$ cat config.mk
export PLATFORM = sky130hd
export DESIGN_NAME = irq_entry_seq
export DESIGN_NICKNAME = d
export VERILOG_FILES = /design/src/rtl/irq_seq_pkg.sv /design/src/rtl/irq_arbiter.sv /design/src/rtl/irq_nmi_gate.sv /design/src/rtl/irq_table_addr.sv /design/src/rtl/irq_entry_seq.sv
export SDC_FILE = /design/constraint.sdc
export NUM_CORES = 1
export LEC_CHECK = 0
export BUFFER_PORTS_ARGS = -buffer_cell sky130_fd_sc_hd__clkbuf_2
export CAP_MARGIN = 25
export CORE_ASPECT_RATIO = 0.8
export CORE_MARGIN = 5
export CORE_UTILIZATION = 34
export CTS_CLUSTER_DIAMETER = 100
export CTS_CLUSTER_SIZE = 12
export DETAILED_ROUTE_END_ITERATION = 8
export REMOVE_ABC_BUFFERS = 1
export SKIP_CTS_REPAIR_TIMING = 1
export SYNTH_ARGS = -nofsm -noshare
export SYNTH_HDL_FRONTEND = slang
export SYNTH_SLANG_ARGS = --single-unit
$ cat constraint.sdc
create_clock -name clk -period 4.6 [get_ports clk]
set_clock_uncertainty 0.05 [all_clocks]
set_input_delay 0.23 -clock clk [delete_from_list [all_inputs] [get_ports clk]]
set_output_delay 0.23 -clock clk [all_outputs]
set_load 0.05 [all_outputs]
$ cat src/rtl/irq_seq_pkg.sv
package irq_seq_pkg;

    typedef enum logic [3:0] {
        ST_IDLE,
        ST_INTA,
        ST_PUSH_FLAGS,
        ST_PUSH_RET,
        ST_FETCH_LO,
        ST_FETCH_HI,
        ST_ENTER,
        ST_POP_RET,
        ST_POP_FLAGS,
        ST_RETURN
    } seq_state_t;

    typedef enum logic [2:0] {
        SRC_NONE,
        SRC_EXC,
        SRC_SWI,
        SRC_NMI,
        SRC_INTR
    } irq_src_t;

    localparam logic [1:0] CLS_FAULT = 2'b00;
    localparam logic [1:0] CLS_TRAP  = 2'b01;
    localparam logic [1:0] CLS_ABORT = 2'b10;

    localparam logic [7:0] NMI_VECTOR = 8'd2;

endpackage

$ cat src/rtl/irq_arbiter.sv
module irq_arbiter
    import irq_seq_pkg::*;
#(
    parameter int AW = 32
) (
    input  logic          at_boundary,
    input  logic          str_gap,
    input  logic          exc_valid,
    input  logic [1:0]    exc_cls,
    input  logic [7:0]    exc_vector,
    input  logic          swi_valid,
    input  logic [7:0]    swi_vector,
    input  logic          nmi_ready,
    input  logic          intr_ok,
    input  logic [AW-1:0] cur_ip,
    input  logic [AW-1:0] next_ip,
    output logic          take,
    output irq_src_t      src,
    output logic [7:0]    vec,
    output logic [AW-1:0] ret,
    output logic          abort
);
    logic          hw_window;
    logic [AW-1:0] hw_ret;

    // a string gap resumes the same instruction; a boundary resumes the next
    assign hw_window = at_boundary | str_gap;
    assign hw_ret    = at_boundary ? next_ip : cur_ip;

    always_comb begin
        take  = 1'b0;
        src   = SRC_NONE;
        vec   = 8'd0;
        ret   = next_ip;
        abort = 1'b0;
        if (at_boundary && exc_valid) begin
            take  = 1'b1;
            src   = SRC_EXC;
            vec   = exc_vector;
            abort = (exc_cls == CLS_ABORT);
            ret   = (exc_cls == CLS_TRAP) ? next_ip : cur_ip;
        end else if (at_boundary && swi_valid) begin
            take = 1'b1;
            src  = SRC_SWI;
            vec  = swi_vector;
            ret  = next_ip;
        end else if (hw_window && nmi_ready) begin
            take = 1'b1;
            src  = SRC_NMI;
            vec  = NMI_VECTOR;
            ret  = hw_ret;
        end else if (hw_window && intr_ok) begin
            take = 1'b1;
            src  = SRC_INTR;
            ret  = hw_ret;
        end
    end

endmodule

$ cat src/rtl/irq_nmi_gate.sv
module irq_nmi_gate (
    input  logic clk,
    input  logic rst_n,
    input  logic nmi,
    input  logic take_nmi,
    input  logic release_blk,
    output logic nmi_ready,
    output logic nmi_blocked
);
    logic nmi_q;
    logic pending;
    logic edge_seen;

    assign edge_seen = nmi & ~nmi_q;
    assign nmi_ready = pending & ~nmi_blocked;

    always_ff @(posedge clk or negedge rst_n) begin
        if (!rst_n) begin
            nmi_q       <= 1'b0;
            pending     <= 1'b0;
            nmi_blocked <= 1'b0;
        end else begin
            nmi_q   <= nmi;
            pending <= edge_seen | (pending & ~take_nmi);
            if (take_nmi) begin
                nmi_blocked <= 1'b1;
            end else if (release_blk) begin
                nmi_blocked <= 1'b0;
            end
        end
    end

endmodule

$ cat src/rtl/irq_table_addr.sv
module irq_table_addr #(
    parameter int AW           = 32,
    parameter bit PROT_SUPPORT = 1'b1
) (
    input  logic [AW-1:0] base,
    input  logic [7:0]    vec,
    input  logic          prot_mode,
    input  logic          hi_word,
    output logic [AW-1:0] addr,
    output logic          wide
);
    localparam int WB = AW / 8;
    localparam int SH = $clog2(WB);

    logic [AW-1:0] offset;

    generate
        if (PROT_SUPPORT) begin : g_prot
            assign wide = prot_mode;
        end else begin : g_real
            logic unused_mode;
            assign unused_mode = prot_mode;
            assign wide        = 1'b0;
        end
    endgenerate

    // real: one word per entry; protected: two words per entry
    assign offset = wide ? (AW'(vec) << (SH + 1)) : (AW'(vec) << SH);
    assign addr   = base + offset + (hi_word ? AW'(WB) : AW'(0));

endmodule

$ cat src/rtl/irq_entry_seq.sv
module irq_entry_seq
    import irq_seq_pkg::*;
#(
    parameter int            AW           = 32,
    parameter int            FW           = 16,
    parameter int            IF_BIT       = 9,
    parameter logic [31:0]   STACK_INIT   = 32'h0000_8000,
    parameter bit            PROT_SUPPORT = 1'b1
) (
    input  logic          clk,
    input  logic          rst_n,
    input  logic          at_boundary,
    input  logic          str_gap,
    input  logic          exc_valid,
    input  logic [1:0]    exc_cls,
    input  logic [7:0]    exc_vector,
    input  logic          swi_valid,
    input  logic [7:0]    swi_vector,
    input  logic          nmi,
    input  logic          intr,
    input  logic [FW-1:0] flags_in,
    input  logic [AW-1:0] cur_ip,
    input  logic [AW-1:0] next_ip,
    input  logic          prot_mode,
    input  logic [AW-1:0] table_base,
    input  logic          iret,
    output logic          inta_req,
    input  logic          inta_ack,
    input  logic [7:0]    inta_vector,
    output logic          mem_req,
    output logic          mem_we,
    output logic [AW-1:0] mem_addr,
    output logic [AW-1:0] mem_wdata,
    input  logic [AW-1:0] mem_rdata,
    input  logic          mem_ack,
    output logic          handler_valid,
    output logic [7:0]    handler_vector,
    output logic [AW-1:0] handler_ptr,
    output logic          abort_hit,
    output logic          if_clear,
    output logic          ret_valid,
    output logic [AW-1:0] ret_addr,
    output logic [FW-1:0] flags_out
);
    localparam int WB = AW / 8;
    localparam int HW = AW / 2;

    seq_state_t    state, state_nx;

    logic          arb_take;
    irq_src_t      arb_src;
    logic [7:0]    arb_vec;
    logic [AW-1:0] arb_ret;
    logic          arb_abort;
    logic          intr_ok;
    logic          nmi_ready;
    logic          nmi_blocked;
    logic          ret_go;
    logic          entry_go;
    logic          take_nmi;

    logic [AW-1:0] sp;
    irq_src_t      cur_src;
    logic [7:0]    cur_vec;
    logic [AW-1:0] cur_ret;
    logic          cur_abort;
    logic [FW-1:0] cur_flags;
    logic [HW-1:0] lo_half;
    logic [AW-1:0] hand_ptr;
    logic [AW-1:0] pop_ret;
    logic [FW-1:0] pop_flags;

    logic [AW-1:0] tbl_addr;
    logic          tbl_wide;

    assign intr_ok  = intr & flags_in[IF_BIT];
    assign ret_go   = (state == ST_IDLE) && iret && at_boundary;
    assign entry_go = (state == ST_IDLE) && !ret_go && arb_take;
    assign take_nmi = entry_go && (arb_src == SRC_NMI);

    irq_arbiter #(.AW(AW)) u_arb (
        .at_boundary (at_boundary),
        .str_gap     (str_gap),
        .exc_valid   (exc_valid),
        .exc_cls     (exc_cls),
        .exc_vector  (exc_vector),
        .swi_valid   (swi_valid),
        .swi_vector  (swi_vector),
        .nmi_ready   (nmi_ready),
        .intr_ok     (intr_ok),
        .cur_ip      (cur_ip),
        .next_ip     (next_ip),
        .take        (arb_take),
        .src         (arb_src),
        .vec         (arb_vec),
        .ret         (arb_ret),
        .abort       (arb_abort)
    );

    irq_nmi_gate u_nmi (
        .clk         (clk),
        .rst_n       (rst_n),
        .nmi         (nmi),
        .take_nmi    (take_nmi),
        .release_blk (state == ST_RETURN),
        .nmi_ready   (nmi_ready),
        .nmi_blocked (nmi_blocked)
    );

    irq_table_addr #(.AW(AW), .PROT_SUPPORT(PROT_SUPPORT)) u_tbl (
        .base      (table_base),
        .vec       (cur_vec),
        .prot_mode (prot_mode),
        .hi_word   (state == ST_FETCH_HI),
        .addr      (tbl_addr),
        .wide      (tbl_wide)
    );

    // state register
    always_ff @(posedge clk or negedge rst_n) begin
        if (!rst_n) begin
            state <= ST_IDLE;
        end else begin
            state <= state_nx;
        end
    end

    // next state
    always_comb begin
        state_nx = state;
        unique case (state)
            ST_IDLE: begin
                if (ret_go) begin
                    state_nx = ST_POP_RET;
                end else if (arb_take) begin
                    state_nx = (arb_src == SRC_INTR) ? ST_INTA : ST_PUSH_FLAGS;
                end
            end
            ST_INTA:       if (inta_ack) state_nx = ST_PUSH_FLAGS;
            ST_PUSH_FLAGS: if (mem_ack)  state_nx = ST_PUSH_RET;
            ST_PUSH_RET:   if (mem_ack)  state_nx = ST_FETCH_LO;
            ST_FETCH_LO:   if (mem_ack)  state_nx = tbl_wide ? ST_FETCH_HI : ST_ENTER;
            ST_FETCH_HI:   if (mem_ack)  state_nx = ST_ENTER;
            ST_ENTER:                    state_nx = ST_IDLE;
            ST_POP_RET:    if (mem_ack)  state_nx = ST_POP_FLAGS;
            ST_POP_FLAGS:  if (mem_ack)  state_nx = ST_RETURN;
            ST_RETURN:                   state_nx = ST_IDLE;
            default:                     state_nx = ST_IDLE;
        endcase
    end

    // outputs
    always_comb begin
        mem_req        = 1'b0;
        mem_we         = 1'b0;
        mem_addr       = sp;
        mem_wdata      = '0;
        inta_req       = 1'b0;
        handler_valid  = 1'b0;
        abort_hit      = 1'b0;
        if_clear       = 1'b0;
        ret_valid      = 1'b0;
        handler_vector = cur_vec;
        handler_ptr    = hand_ptr;
        ret_addr       = pop_ret;
        flags_out      = pop_flags;
        unique case (state)
            ST_INTA: inta_req = 1'b1;
            ST_PUSH_FLAGS: begin
                mem_req   = 1'b1;
                mem_we    = 1'b1;
                mem_addr  = sp - AW'(WB);
                mem_wdata = AW'(cur_flags);
            end
            ST_PUSH_RET: begin
                mem_req   = 1'b1;
                mem_we    = 1'b1;
                mem_addr  = sp - AW'(WB);
                mem_wdata = cur_ret;
            end
            ST_FETCH_LO, ST_FETCH_HI: begin
                mem_req  = 1'b1;
                mem_addr = tbl_addr;
            end
            ST_ENTER: begin
                handler_valid = 1'b1;
                abort_hit     = cur_abort;
                if_clear      = (cur_src == SRC_NMI) || (cur_src == SRC_INTR);
            end
            ST_POP_RET, ST_POP_FLAGS: mem_req = 1'b1;
            ST_RETURN: ret_valid = 1'b1;
            default: ;
        endcase
    end

    // datapath registers
    always_ff @(posedge clk or negedge rst_n) begin
        if (!rst_n) begin
            sp        <= AW'(STACK_INIT);
            cur_src   <= SRC_NONE;
            cur_vec   <= '0;
            cur_ret   <= '0;
            cur_abort <= 1'b0;
            cur_flags <= '0;
            lo_half   <= '0;
            hand_ptr  <= '0;
            pop_ret   <= '0;
            pop_flags <= '0;
        end else begin
            unique case (state)
                ST_IDLE: begin
                    if (entry_go) begin
                        cur_src   <= arb_src;
                        cur_vec   <= arb_vec;
                        cur_ret   <= arb_ret;
                        cur_abort <= arb_abort;
                        cur_flags <= flags_in;
                    end
                end
                ST_INTA: if (inta_ack) cur_vec <= inta_vector;
                ST_PUSH_FLAGS, ST_PUSH_RET: if (mem_ack) sp <= sp - AW'(WB);
                ST_FETCH_LO: begin
                    if (mem_ack) begin
                        lo_half  <= mem_rdata[HW-1:0];
                        hand_ptr <= mem_rdata;
                    end
                end
                ST_FETCH_HI: if (mem_ack) hand_ptr <= {mem_rdata[AW-1:HW], lo_half};
                ST_POP_RET: begin
                    if (mem_ack) begin
                        pop_ret <= mem_rdata;
                        sp      <= sp + AW'(WB);
                    end
                end
                ST_POP_FLAGS: begin
                    if (mem_ack) begin
                        pop_flags <= mem_rdata[FW-1:0];
                        sp        <= sp + AW'(WB);
                    end
                end
                default: ;
            endcase
        end
    end

endmodule

=== Word level (Yosys, flattened, before mapping) ===
Cells that the tools add are included.

* $add $sub $neg: 4
* Equal/unequal tests: 26
* Muxes and demuxes: 52
* Bitwise operators: 9
* Reductions and logical operators: 28

{| class="wikitable"
|+ Operators by type and width
! operator !! count
|-
| $mux W32 || 10
|-
| $pmux W32 S2 || 4
|-
| $mux W4 || 9
|-
| $add A32 B3 Y32 || 1
|-
| $add A32 B3 Y32 const B || 1
|-
| $add A32 B32 Y32 || 1
|-
| $mux W8 || 4
|-
| $pmux W4 S8 || 1
|-
| $sub A32 B3 Y32 const B || 1
|-
| $eq A4 B3 Y1 const B || 4
|-
| $ne A2 B2 Y1 const B || 8
|-
| $pmux W8 S2 || 1
|-
| $mux W3 || 5
|-
| $mux W1 || 14
|-
| $mux W11 || 1
|-
| $logic_and A1 B1 Y1 || 9
|-
| $reduce_and A3 Y1 || 3
|-
| $eq A4 B2 Y1 const B || 2
|-
| $eq A4 B4 Y1 const B || 2
|-
| $reduce_and A2 Y1 || 4
|-
| $reduce_and A8 Y1 || 1
|-
| $reduce_bool A2 Y1 || 4
|-
| $eq A3 B2 Y1 const B || 2
|-
| $eq A3 B3 Y1 const B || 2
|-
| other kinds (14) || 25
|}

* Register bits after elaboration: 195
* Bits of input ports: 182
* Logic and storage cells: 133

=== Longest topological paths before layout ===
Gate-level depths: netlist of the first run.

* Word-level depth: 11
* Mapped depth: 15
* Depth with buffers taken out: 13

=== Hierarchy ===
A second synthesis of the first run with hierarchy kept.

* Cell total of the unflattened synthesis: 1085
* Area, all modules: 11330.9 um2

{| class="wikitable"
|+ Modules (own cells, without submodules)
! module !! instances !! cells each !! area each (um2) !! seq. area each (um2)
|-
| irq_entry_seq || 1 || 869 || 9525.4 || 4755.8
|-
| irq_table_addr || 1 || 134 || 1058.5 || 0.0
|-
| irq_arbiter || 1 || 73 || 636.9 || 0.0
|-
| irq_nmi_gate || 1 || 9 || 110.1 || 75.1
|}

=== Least setup slack after synthesis of the first run ===
OpenSTA, ideal clock, no wires.

* Kind: flip-flop to output port
* From: register state[0]
* To: output mem_addr[19]
* Data arrival time: 4.449 ns
* Slack: -0.129 ns
* Stages on the path, launching flop included: 15
* Path through: dfrtp_1 > buf_2 > buf_1 > buf_1 > nand2_1 > fa_1 > inv_1 > ha_1 > fa_1 > a211oi_1 > nor3_1 > nor3_1 > nor4b_1 > xnor2_1 > o21ai_0

* Cells in the longest elaborated chain, start to end: 4
* Elaborated cells on any way between the ends: 9

{| class="wikitable"
|+ RTL lines
! item !! line !! text
|-
| start, declared || irq_entry_seq.sv:48 || <nowiki>seq_state_t state, state_nx;</nowiki>
|-
| start signal, assigned || irq_entry_seq.sv:124 || <nowiki>state <= state_nx;</nowiki>
|-
| $eq A4 B3 Y1 || irq_entry_seq.sv:114, irq_entry_seq.sv:167 ||
|-
| $mux W3 || irq_table_addr.sv:29 || <nowiki>assign addr = base + offset + (hi_word ? AW'(WB) : AW'(0));</nowiki>
|-
| $add A32 B3 Y32 || irq_table_addr.sv:29 ||
|-
| $pmux W32 S2 * || irq_entry_seq.sv:167 || <nowiki>unique case (state)</nowiki>
|-
| end, declared || irq_entry_seq.sv:32 || <nowiki>output logic [AW-1:0] mem_addr,</nowiki>
|}

Mark *: on every way between the ends. The rest lies on a longest branch, timed or not.

=== Worst setup path after layout of the first run ===
* From: register state[3]
* To: output mem_addr[23]

Same word-level chain as after synthesis.

==> results of run 1 <==
## critical path, cell delays in order (launching register included)
cell	delay (ns)
dfrtp_1	0.49
nand2b_1	0.21
nor2_1	0.15
nand2_1	0.09
fa_1	0.39
inv_1	0.06
ha_1	0.19
fa_1	0.26
a211oi_1	0.12
nor3_1	0.24
nor3_1	0.08
buf_4	0.19
nor4b_1	0.38
xnor2_1	0.12
o21ai_0	0.29
buf_12	0.18
## cell type report
| class | count | area, sq um | share of cell area [%] |
|---|---|---|---|
| diodes | 1 | 2.502 | 0.01755 |
| inverters | 16 | 60.06 | 0.4213 |
| clock inverters | 14 | 158.9 | 1.115 |
| multi-input cells | 843 | 5914 | 41.49 |
| well taps | 427 | 534.3 | 3.748 |
| clock buffers | 18 | 429.2 | 3.010 |
| repair buffers | 393 | 2326 | 16.32 |
| flip-flops and latches | 193 | 4831 | 33.89 |
## cells in the mapped netlist, types with 3 or more instances
library cell  instances
ha_1                 19
nand3_1              25
or3_1                 4
nor4_4                3
nor3_1               26
or2_2                 3
and3_1               10
mux2_2              108
buf_2                10
nand4_1              10
a22o_1               23
xor2_1               16
dfrtp_1             192
nor2_1               77
nand3b_1              6
buf_1                 5
a22oi_1              11
nor3b_1               3
and2_1               29
mux2i_1              50
nor4_1               10
o21a_1                3
o221ai_1             12
o21bai_1              3
a32oi_1               4
nor4b_1               4
clkbuf_1             61
xnor2_1              37
inv_1                16
o211ai_1              4
a21oi_1              59
and4_1                3
nand2_1             115
a21o_1                4
nand2b_1              7
o21ai_0              81
a31oi_1               9
o22ai_1               9
nor2b_1               8
a211oi_1             12
## routing by layer
| layer | up-vias | global-route usage (%) | share of wire, % |
|---|---|---|---|
| met3 | 21 | 5.452 | 7.8 |
| met4 | 0 | 4.003 | 1.0 |
| li1 | 4747 | - | - |
| met1 | 4780 | 25.35 | 45 |
| met5 | - | 0 | 0 |
| met2 | 338 | 29.98 | 47 |
## power groups by stage
stage	Sequential [W]	Combinational (W)	Clock [W]
6_report	0.00311	0.00648	0.00150
2_1_floorplan	0.00439	0.00332	0
3_5_place_dp	0.00313	0.00647	0
5_1_grt	0.00323	0.00693	0.00162
3_3_place_gp	0.00308	0.00643	0
4_1_cts	0.00311	0.00649	0.00154
## sequential cells by signal, summed over array words and instances (netlist names)
signal             count
cur_abort              1
cur_flags             16
cur_ret               32
cur_src                3
flags_out             16
handler_ptr           32
handler_vector         8
lo_half               16
ret_addr              32
sp                    30
state                  4
u_nmi.nmi_blocked      1
u_nmi.nmi_q            1
u_nmi.pending          1
## worst paths after layout
kind	endpoint	slack [ns]
max reg2reg	sp[31]	1.61
min reg2reg	u_nmi.pending	0.38
max	mem_addr[23]	0.42
min	cur_flags[9]	0.007
max in group asynchronous	sp[10]	3.07
min in group asynchronous	ret_addr[26]	0.41
## logic make-up (layout without fill, tap and decap cells)
kind of cell,Yosys count,after routing
compound gates,256,256
xor+xnor,53,53
fa+ha+maj,21,21
buf+inv,94,441
flops,193,193
mux,158,158
other cells,0,1
simple gates,355,355
## per-stage QoR
step | hold slack, ns | power (W) | utilization [%] | cell area (sq um) | setup slack (ns)
CTS | -0.1424 | 0.01114 | 43.03 | 13910 | 0.3805
detailed placement | 0.3173 | 0.009604 | 41.21 | 13330 | 0.8900
global placement | 0.3085 | 0.009508 | 41.21 | 13330 | 1.011
finish | 0.006860 | 0.01109 | 44.09 | 14260 | 0.4195
floorplan | -0.1156 | 0.007710 | - | 10770 | -0.6268
global route | 0.001304 | 0.01179 | 44.09 | 14260 | 0.09469
==> reports/results.txt, run 1 <==
status: finished clean
Clock Tree Root: clkbuf_16
largest net degree at the start of global routing: 105
combinational share of power: 58.4%
Static Leak: 6.677 nW
sequential share of power: 28.1%
power per cell area: 777.9 mW/mm^2
ys async rst share: 100.0%
IO buf count: 340
core area: 0.03233 sq mm
Routed Antenna Nets: 0
switching part of the total: 53.61%
Clk Latency, worst-skew pair: 0.44 ns
fillers: 3159
Avg Inst Size Synth: 9.815 sq um
Worst Min Path Start: flags_in[9]
final slew viol count: 0
Finished Layout Cells: 1905
Post-Synth XOR/XNOR Area: 4.185%
Synth Area in Adders: 2.505%
CP required: 4.32 ns
final setup violation count: 0
top cells by area, synth: dfrtp_1, mux2_2, mux2i_1
area grow syn2layout: 28.54%
DRC viols: 0
Clock transition at path regs: 0.08 ns
max-cap viol count: 0
first-pass GRT wire length: 54610 um
Via-to-Cell Ratio: 5.190
TritonCTS clock tree: done
FMAX: 0.2392 GHz
maximum VDD drop: 0.4934 mV
Cells on Worst Hold Path: 2
Worst setup EP type: primary output
CTS sink cnt: 193
post-synthesis mux area share: 15.48%
number of synthesized flops with an enable pin: 0
crit path max fanout: 12
most common cell after layout, fill and taps aside: clkbuf_2
Synth Area in Compound Gates: 14.69%
RD Place Congestion: 0.8877
Seq/Total Area, Yosys: 43.56%
arrival time of the worst setup path: 3.90 ns
initial antenna violation count: 1
number of global-route vias before repair: 9851
clock power share: 13.5%
Syn Std Cell Area: 0.01109 sq mm
Starting Density: 34.30%
switching power: 0.005945 W
DIE HEIGHT: 171.5 um
worst slew pin tran: 1.014 ns
setup_tns: 0 ns
layout cells sized above 1: 35.41%
Rel. slew slack: 32.42%
commonest cells after routing, fill and taps aside: clkbuf_2, dfrtp_1, nand2_1, mux2_2, o21ai_0
Synth Flop Type: dfrtp_1
setup repair after global routing missed its margin: no
Iteration-0 DRC Markers: 546
TritonCTS Buffers: 17
die width: 211.9 um
Synth top area share: 43.32%
total track usage: 18.70%
Register-to-Register Path Depth: 7
Mapped Cells: 1130
HP Class: in2reg
Simple-Gate Fraction of Synth Area: 16.19%
DP HPWL: 25720 um
DIE AREA: 0.03635 sq mm
nets: 1667
Hold Vio Cnt, Final: 0
io pins: 341
internal cell power: 0.005144 W
WL/cell: 18.40 um
Initial DRT Pass Iterations: 5
routed vias: 9886
Synth area leader: dfrtp_1
reg-to-reg startpoint: state[0]
CTS max path bufs: 2
critical path class: reg2out
largest family of logic cells by synthesized area: simple AND/OR/NAND/NOR gates
critical path startpoint category: flip-flop
H-tree depth: 4
Tcrit/Tclk final: 90.88%
Yosys warning total: 0
drt total wl: 35050 um
# placed instances: 1838
total grt overflow: 0
synthesized flop and latch total: 193
Worst setup startpoint: state[3]
synth unique cells: 72
row cnt: 59
min cycle time layout: 4.181 ns
Note: power is estimated with default switching activity, not from simulation.
==> inputs of run 2 (changes only) <==
RECOVER_POWER = 50   (was unset)
clock period = 4.4 ns   (was 4.6 ns; I/O delays follow)
==> run 2 against run 1 <==
Against the previous run: the run now ends with capacitance limit, slew limit left; clock power is 9% higher; critical path depth rose by 1; non-clock buffer count rose by 6; wire length increased by 0.56%; core utilization increased by 0.062 points; global-route usage rose by 0.24 points; largest cell class unchanged.
==> reports/results.txt, run 2 (same netlist as run 1, synthesis figures left out) <==
status: complete, but fails checks
failing checks: capacitance limit, slew limit
worst slew pin tran: 2.775 ns (+1.762 ns)
largest net degree at the start of global routing: 105 (unchanged)
power per cell area: 812.7 mW/mm^2 (+4.5%)
crit path max fanout: 12 (unchanged)
nets: 1673 (+0.36%)
H-tree depth: 4 (unchanged)
Clock transition at path regs: 0.08 ns (about the same)
Max stage delay cell, worst path: fa_1
most common cell after layout, fill and taps aside: clkbuf_2
total grt overflow: 0 (unchanged)
core area: 0.03233 sq mm (unchanged)
IO buf count: 340 (unchanged)
Rel. slew slack: -85.03% (-120 points)
DP HPWL: 25840 um (+0.46%)
WL/cell: 18.45 um (+0.29%)
TritonCTS Buffers: 17 (unchanged)
final slew viol count: 104 (+104)
Starting Density: 34.30% (unchanged)
final setup violation count: 0 (unchanged)
Met2 Wirelength: 16150 um (-1.2%)
die width: 211.9 um (unchanged)
number of global-route vias before repair: 9926 (+0.76%)
io pins: 341 (unchanged)
Tcrit/Tclk final: 93.35%
CP bufs+invs: 4 (+1)
layout cells sized above 1: 29.33% (-6.1 points)
routed vias: 10050 (+1.6%)
CP required: 4.13 ns (-0.19 ns)
area grow syn2layout: 28.72%
met3 WL: 3115 um (+14%)
Highest Signal Layer: met4
CP top delay family: simple AND/OR/NAND/NOR gates
Routed Antenna Nets: 0 (unchanged)
DIE HEIGHT: 171.5 um (unchanged)
Initial DRT Pass Iterations: 5 (unchanged)
Static Leak: 6.453 nW (-3.3%)
fillers: 3151 (-0.25%)
Min Hold Slack: 0.004871 ns (-0.001989 ns)
Diodes inserted: 0 (-1)
Hold Vio Cnt, Final: 0 (unchanged)
total power: 0.01160 W (+4.6%)
M1 wire length: 15260 um (-2.2%)
CP max stage delay: 0.41 ns (-0.08 ns)
Via-to-Cell Ratio: 5.260 (+1.4%)
Clock Tree Root: clkbuf_16
HP Class: in2reg
RD Place Congestion: 0.9181 (+3.4%)
critical path class: reg2out
CTS sink cnt: 193 (unchanged)
maximum VDD drop: 0.5483 mV (+11%)
min cycle time layout: 4.107 ns
TritonCTS clock tree: done
DRC viols: 0 (unchanged)
CTS max path bufs: 2 (unchanged)
Iteration-0 DRC Markers: 598 (+9.5%)
first-pass GRT wire length: 54860 um (+0.44%)
initial antenna violation count: 0 (-1)
Clk Latency, worst-skew pair: 0.45 ns (about the same)
setup repair after global routing missed its margin: no
commonest cells after routing, fill and taps aside: clkbuf_2, dfrtp_1, nand2_1, mux2_2, clkbuf_1
worst-path cell chain: buf_4 > nand2b_1 > nor2_1 > nand2_1 > fa_1 > inv_1 > ha_1 > fa_1 > a211oi_1 > nor3_1 > nor3_1 > buf_4 > nor4b_1 > xnor2_1 > o21ai_1 > buf_12
row cnt: 59 (unchanged)
FMAX: 0.2435 GHz
max-cap viol count: 1 (+1)
critical path startpoint category: flip-flop
total track usage: 18.94% (+0.24 points)
drt total wl: 35240 um (+0.56%)
Util after Layout: 44.15% (+0.062 points)
Worst setup EP type: primary output
arrival time of the worst setup path: 3.84 ns (-0.06 ns)
DIE AREA: 0.03635 sq mm (unchanged)
[run 2: changes by cell type in the layout (fill, tap and decap cells not counted), sizes merged]
cell / previous run / this run
dlygate4sd3: 34 / 39
bufinv: 0 / 2
buf: 27 / 30
inv: 23 / 22
diode: 1 / 0
clkinv: 6 / 3
[run 2: worst paths after layout]
check | startpoint | end | cells past startpoint | slack (ns)
hold / removal | mem_rdata[5] | ret_addr[5] | 2 | 0.005
min in group asynchronous | rst_n | handler_ptr[27] | 2 | 1.12
setup reg to reg | u_nmi.pending | cur_abort | 7 | 1.32
setup / recovery | state[3] | mem_addr[23] | 16 | 0.29
hold reg to reg | u_nmi.nmi_q | u_nmi.pending | 1 | 0.38
max in group asynchronous | rst_n | handler_vector[6] | 2 | 1.53
[run 2: layer usage]
layer / up-vias / global-route usage, %
met2: 346 / 29.78
met1: 4901 / 24.88
li1: 4759 / -
met3: 41 / 6.747
met4: 0 / 5.347
met5: - / 0
[run 2: where the power goes]
| group | internal [W] | switching [W] |
|---|---|---|
| registers | 0.00260 | 0.000642 |
| logic | 0.00194 | 0.00478 |
| clock network | 0.000879 | 0.000763 |
[run 2: metrics by stage]
step	worst slack [ns]	std cells	setup TNS [ns]	cell area, sq um
2_1_floorplan	-0.8268	1052	-5.791	10770
3_5_place_dp	0.6681	1837	0	13350
6_report	0.2927	1910	0	14280
4_1_cts	0.1538	1869	0	13960
5_1_grt	0.02349	1910	0	14280
3_3_place_gp	0.8102	1836	0	13340
[run 2: area by class of cell]
class | instances | area [sq um] | area share (%)
clock buffers | 20 | 446.7 | 3.129
clock inverters | 12 | 166.4 | 1.166
inverters | 16 | 60.06 | 0.4207
multi-input cells | 843 | 5921 | 41.47
flip-flops and latches | 193 | 4831 | 33.84
well taps | 427 | 534.3 | 3.742
repair buffers | 399 | 2317 | 16.23
